**config.mk**
```make
export PLATFORM = sky130hd
export DESIGN_NAME = bcd_int_conv
export DESIGN_NICKNAME = d
export VERILOG_FILES = /design/src/rtl/bcd_conv_pkg.sv /design/src/rtl/bcd_digit_feed.sv /design/src/rtl/bcd_mac10.sv /design/src/rtl/bcd_flag_unit.sv /design/src/rtl/bcd_int_conv.sv
export SDC_FILE = /design/constraint.sdc
export NUM_CORES = 1
export LEC_CHECK = 0
export BUFFER_PORTS_ARGS = -buffer_cell sky130_fd_sc_hd__buf_2
export CORE_AREA = 2 2 87 89
export DETAILED_ROUTE_END_ITERATION = 16
export DIE_AREA = 0 0 89 91
export PLACE_DENSITY_LB_ADDON = 0.08
export SLEW_MARGIN = 20
export SYNTH_ARGS = -nofsm -noshare
export SYNTH_HDL_FRONTEND = slang
export SYNTH_SLANG_ARGS = --single-unit
export TNS_END_PERCENT = 10
```
**constraint.sdc**
```tcl
create_clock -name clk -period 6.66 [get_ports clk]
set_input_delay 0.666 -clock clk [delete_from_list [all_inputs] [get_ports clk]]
set_output_delay 0.666 -clock clk [all_outputs]
set_load 0.01 [all_outputs]
```
**src/rtl/bcd_conv_pkg.sv**
```systemverilog
package bcd_conv_pkg;

    typedef enum logic [1:0] {
        ST_IDLE = 2'd0,
        ST_RUN  = 2'd1,
        ST_FIN  = 2'd2
    } conv_state_e;

    typedef struct packed {
        logic carry;
        logic ovf;
        logic zero;
        logic sign;
    } conv_flags_t;

    function automatic logic nib_is_decimal(input logic [3:0] nib);
        return nib <= 4'd9;
    endfunction

endpackage

```
**src/rtl/bcd_digit_feed.sv**
```systemverilog
module bcd_digit_feed #(
    parameter int WORD_W = 16,
    parameter int SR_W   = WORD_W + 4,
    parameter int CNT_W  = 3
) (
    input  logic              clk,
    input  logic              rst,
    input  logic              load,
    input  logic              advance,
    input  logic              wide,
    input  logic [WORD_W-1:0] src_lo,
    input  logic [3:0]        src_top,
    output logic [3:0]        cur_nib,
    output logic              last_digit
);
    localparam int LO_DIGITS = WORD_W / 4;
    localparam int HI_DIGITS = LO_DIGITS + 1;

    logic [SR_W-1:0]  digits_q;
    logic [CNT_W-1:0] remain_q;

    always_ff @(posedge clk) begin
        if (rst) begin
            digits_q <= '0;
            remain_q <= '0;
        end else if (load) begin
            if (wide) begin
                digits_q <= {src_top, src_lo};
                remain_q <= CNT_W'(HI_DIGITS);
            end else begin
                digits_q <= {src_lo, 4'h0};
                remain_q <= CNT_W'(LO_DIGITS);
            end
        end else if (advance) begin
            digits_q <= {digits_q[SR_W-5:0], 4'h0};
            remain_q <= remain_q - 1'b1;
        end
    end

    assign cur_nib    = digits_q[SR_W-1 -: 4];
    assign last_digit = (remain_q == CNT_W'(1));

endmodule

```
**src/rtl/bcd_mac10.sv**
```systemverilog
module bcd_mac10 #(
    parameter int ACC_W = 21
) (
    input  logic             clk,
    input  logic             rst,
    input  logic             clear,
    input  logic             step,
    input  logic [3:0]       nib,
    output logic [ACC_W-1:0] acc,
    output logic             bad
);
    import bcd_conv_pkg::*;

    logic [ACC_W-1:0] acc_q;
    logic             bad_q;
    logic [ACC_W-1:0] next_acc;

    always_comb begin
        next_acc = (acc_q << 3) + (acc_q << 1) + {{(ACC_W-4){1'b0}}, nib};
    end

    always_ff @(posedge clk) begin
        if (rst || clear) begin
            acc_q <= '0;
            bad_q <= 1'b0;
        end else if (step) begin
            acc_q <= next_acc;
            bad_q <= bad_q | ~nib_is_decimal(nib);
        end
    end

    assign acc = acc_q;
    assign bad = bad_q;

endmodule

```
**src/rtl/bcd_flag_unit.sv**
```systemverilog
module bcd_flag_unit #(
    parameter int WORD_W = 16,
    parameter int ACC_W  = 21
) (
    input  logic              clk,
    input  logic              rst,
    input  logic              commit,
    input  logic [ACC_W-1:0]  acc,
    input  logic              bad,
    output logic [WORD_W-1:0] result,
    output bcd_conv_pkg::conv_flags_t flags,
    output logic              done,
    output logic              minor_err
);
    import bcd_conv_pkg::*;

    localparam logic [WORD_W-1:0] SAT_VAL   = {1'b0, {(WORD_W-1){1'b1}}};
    localparam logic [ACC_W-1:0]  POS_LIMIT = {{(ACC_W-WORD_W){1'b0}}, SAT_VAL};

    logic              ovf_now;
    logic [WORD_W-1:0] value_now;

    always_comb begin
        ovf_now   = bad || (acc > POS_LIMIT);
        value_now = ovf_now ? SAT_VAL : acc[WORD_W-1:0];
    end

    always_ff @(posedge clk) begin
        if (rst) begin
            result    <= '0;
            flags     <= '0;
            done      <= 1'b0;
            minor_err <= 1'b0;
        end else begin
            done <= commit;
            if (commit) begin
                result      <= value_now;
                flags.carry <= 1'b0;
                flags.sign  <= 1'b0;
                flags.ovf   <= ovf_now;
                flags.zero  <= (value_now == '0);
                if (ovf_now) minor_err <= 1'b1;
            end
        end
    end

endmodule

```
**src/rtl/bcd_int_conv.sv**
```systemverilog
module bcd_int_conv #(
    parameter int WORD_W = 16
) (
    input  logic              clk,
    input  logic              rst,
    input  logic              start,
    input  logic              wide,
    input  logic [WORD_W-1:0] src_lo,
    input  logic [WORD_W-1:0] src_hi,
    output logic              done,
    output logic [WORD_W-1:0] result,
    output logic              flag_c,
    output logic              flag_v,
    output logic              flag_z,
    output logic              flag_s,
    output logic              minor_err
);
    import bcd_conv_pkg::*;

    localparam int MAX_DIGITS = WORD_W / 4 + 1;
    localparam int SR_W       = MAX_DIGITS * 4;
    localparam int CNT_W      = $clog2(MAX_DIGITS + 1);
    localparam int ACC_W      = SR_W + 1;

    conv_state_e      state_q;
    logic             load, advance, commit, last_digit, bad;
    logic [3:0]       cur_nib;
    logic [ACC_W-1:0] acc;
    conv_flags_t      flags;
    logic             unused_hi;

    assign unused_hi = ^src_hi[WORD_W-1:4];

    assign load    = (state_q == ST_IDLE) && start;
    assign advance = (state_q == ST_RUN);
    assign commit  = (state_q == ST_FIN);

    always_ff @(posedge clk) begin
        if (rst) begin
            state_q <= ST_IDLE;
        end else begin
            unique case (state_q)
                ST_IDLE: if (start) state_q <= ST_RUN;
                ST_RUN:  if (last_digit) state_q <= ST_FIN;
                ST_FIN:  state_q <= ST_IDLE;
                default: state_q <= ST_IDLE;
            endcase
        end
    end

    bcd_digit_feed #(.WORD_W(WORD_W), .SR_W(SR_W), .CNT_W(CNT_W)) u_feed (
        .clk        (clk),
        .rst        (rst),
        .load       (load),
        .advance    (advance),
        .wide       (wide),
        .src_lo     (src_lo),
        .src_top    (src_hi[3:0]),
        .cur_nib    (cur_nib),
        .last_digit (last_digit)
    );

    bcd_mac10 #(.ACC_W(ACC_W)) u_mac (
        .clk   (clk),
        .rst   (rst),
        .clear (load),
        .step  (advance),
        .nib   (cur_nib),
        .acc   (acc),
        .bad   (bad)
    );

    bcd_flag_unit #(.WORD_W(WORD_W), .ACC_W(ACC_W)) u_flags (
        .clk       (clk),
        .rst       (rst),
        .commit    (commit),
        .acc       (acc),
        .bad       (bad),
        .result    (result),
        .flags     (flags),
        .done      (done),
        .minor_err (minor_err)
    );

    assign flag_c = flags.carry;
    assign flag_v = flags.ovf;
    assign flag_z = flags.zero;
    assign flag_s = flags.sign;

endmodule

```
==> metrics.md <==
| Metric | Value |
|---|---|
| Vias in the first global route | 3016 |
| Crit path arrival time | 3.48 ns |
| CTS tree | yes |
| Total clock sinks | 67 |
| Max Cap Viol | 0 |
| Setup Skew | 0.00896 ns |
| Final setup fails | 0 |
| Unrepaired setup endpoints after global routing | false |
| Logic pwr share | 12.1% |
| Top-Level Pins | 58 |
| Post-synth EDFFs | 0 |
| Hold WC Path Type | flip-flop to flip-flop |
| Worst-skew pair later-pin latency | 0.34 ns |
| Net Sw Frac | 26.9% |
| Die X | 89 um |
| Synth area leaders | dfxtp_1 (35%), ha_1 (12%), nor2_1 (6.4%), nor3_1 (4.8%), nand2_1 (4.5%) |
| Post-CTS Repair Setup Buffers | 0 |
| Total CTS buffers | 9 |
| Switch Pwr | 248 uW |
| Vias/cell | 5.57 |
| Nets | 569 |
| Commonest non-fill, non-tap cell in the layout | dfxtp_1 |
| Post-CTS Hold Fix Bufs | 0 |
| 1st-iter DRT viols | 201 |
| Congestion Overflow GR | 0 |
| Crit Path Max Fanout | 5 |
| Rows | 31 |
| Drt wl/cell | 14.3 um |
| Slew headroom | 43.6% |
| Mean Syn Cell Area | 8.29 um2 |
| Initial core utilization | 54.1% |
| Final hold violation count | 0 |
| Max Fclk | 310 MHz |
| Synth area leader | dfxtp_1 |
| Core footprint | 7140 um2 |
| Synth top area share | 34.7% |
| Initial antenna violation count | 0 |
| Part of the cycle the worst path needs | 48.5% |
| Slew @ Worst Pin | 0.844 ns |
| Root buffer cell | clkbuf_8 |
| Yosys warns | 0 |
| Drt drc | 0 |
| Synthesized area | 3860 um2 |
| Die area | 8100 um2 |
| Worst Path Required | 6.91 ns |
| Internal power | 672 uW |
| First-pass GRT wire length | 14300 um |
| Total wire length | 8550 um |
| Pin count of the biggest net entering global routing | 47 |
| Max clock buf depth | 2 |
| Most frequent cells in the layout | dfxtp_1 (67), nor2_1 (65), nand2_1 (46), buf_2 (43), ha_1 (38) |
| Setup TNS | 0 ns |
| Critical path type | flip-flop to flip-flop |
| #FFs+latches synth | 67 |
| Main synth FF type | dfxtp_1 |
| Clock-pin slew on the worst setup and hold paths | 0.08 ns |
| Share of cells above drive strength 1 | 15.1% |
| H-tree depth | 3 |
| Status | complete, no violations |
| Post_cts resized | 0 |
| CP Capture Type | flip-flop |
| Via Count | 3324 |
| FFs w/ async S/R, synth | 0% |
| VDD IR-drop max | 0.159 mV |
| Placed instance count | 581 |
| Number of diodes | 0 |
| First-pass iteration count of the detailed router | 4 |
| Fin cells | 597 |
| Die height | 91 um |
| Sequential-to-total area share from yosys stat | 34.7% |
| Clock Power Share | 41.2% |
| Sequential fraction of design power | 46.7% |
| Yosys cell types | 46 |
| Pleak | 0.00190 uW |
| Area grow syn2layout | 11.0% |
| Power Dens Cells | 215 nW/um2 |
| DRT antenna net count | 0 |
| GRT Overall Usage | 22.3% |
| Mapped Cells | 466 |
| Startpoint Class | flip-flop |
| GPL Wtd Cong | 0.874 |
| HPWL Detailed | 6060 um |
| IO buf count | 43 |
| Slew Viols, Final | 0 |
| Post-layout min period | 3.23 ns |
-- sequential cells by signal (all words and copies together), names as in the netlist --
signal	flops
u_flags.done	1
u_flags.flags	2
u_feed.digits_q	20
state_q	2
u_flags.minor_err	1
u_flags.result	16
u_mac.bad	1
u_feed.remain_q	3
u_mac.acc	21
-- metal layers --
| layer | GRT usage, % | vias up | wire length [um] |
|---|---|---|---|
| li1 | - | 1704 | - |
| met1 | 31.6 | 1541 | 4150 |
| met2 | 34.3 | 67 | 3880 |
| met3 | 3.55 | 12 | 375 |
| met4 | 7.71 | 0 | 140 |
| met5 | 0 | - | 0 |
-- worst max-delay path, cell delays in order (launching register included) --
cell,delay (ns)
dfxtp_1,0.47
inv_1,0.10
fa_1,0.51
fa_1,0.45
nand2b_1,0.20
a21oi_2,0.19
o21ai_2,0.14
o31ai_2,0.25
or3b_1,0.39
mux2_4,0.31
o22ai_2,0.13
-- final cells by class --
| class | count | area, um2 |
|---|---|---|
| Clock buffer | 9 | 124 |
| Clock inverter | 7 | 100 |
| Tap cell | 99 | 124 |
| Timing Repair Buffer | 45 | 230 |
| Inverter | 13 | 48.8 |
| Multi-Input combinational cell | 357 | 2320 |
| Fill cell | 678 | 2850 |
| Sequential cell | 67 | 1340 |
-- power by group through the flow --
stage / clock, uW / sequential, uW / combinational (uW)
after floorplan: 0 / 436 / 87.2
after global placement: 0 / 439 / 109
after detailed placement: 0 / 439 / 111
after CTS: 385 / 430 / 112
after global routing: 405 / 432 / 127
final: 379 / 430 / 111
-- worst paths after layout --
| path | start | to | slack, ns | cells past startpoint |
|---|---|---|---|---|
| setup / recovery | u_mac.acc[0] | u_mac.acc[18] | 3.43 | 10 |
| hold / removal | u_flags.flags[2] | u_flags.flags[2] | 0.46 | 2 |
| hold reg to reg | u_flags.flags[2] | u_flags.flags[2] | 0.46 | 2 |
| setup reg to reg | u_mac.acc[0] | u_mac.acc[18] | 3.43 | 10 |
-- synth_stat cells (2+ instances only) --
cell type and n:
a211oi_1 5, a21oi_1 34, a221oi_1 16, a31o_2 2
a31oi_1 5, buf_1 3, buf_4 5, buf_6 4
clkbuf_1 17, dfxtp_1 67, fa_1 2, ha_1 38
inv_1 13, mux2i_1 16, nand2_1 46, nand2b_1 10
nand3_1 13, nand4_1 2, nor2_1 66, nor2b_1 2
nor3_1 37, nor4_1 5, o211ai_1 3, o21ai_0 16
o21ai_2 2, xnor2_1 10, xor2_1 8
-- per-stage QoR --
stage	hold slack (ns)	utilization, %	instance area, um2	total power [uW]	setup WS [ns]
6_report	0.460	60.1	4290	920	3.43
5_1_grt	0.490	60.1	4290	965	3.26
4_1_cts	0.465	60.0	4280	927	3.43
3_5_place_dp	0.445	56.9	4060	550	3.46
3_3_place_gp	0.444	56.9	4060	548	3.48
2_1_floorplan	0.427	-	3860	523	3.80
-- cells by family (layout without fill, tap and decap cells) --
logic type                 Yosys count  count (layout)  synth area share, %
adders and majority gates           40              40                 13.4
other                                1               2               0.0971
DFF                                 67              67                 34.7
muxes                               17              17                 4.54
and+or+nand+nor                    188             188                 22.2
buffers and inverters               43              74                 5.48
xor gates and xnor gates            18              18                 4.08
AOI/OAI and AO/OA                   92              92                 15.6
Note: power is estimated with default switching activity, not from simulation.
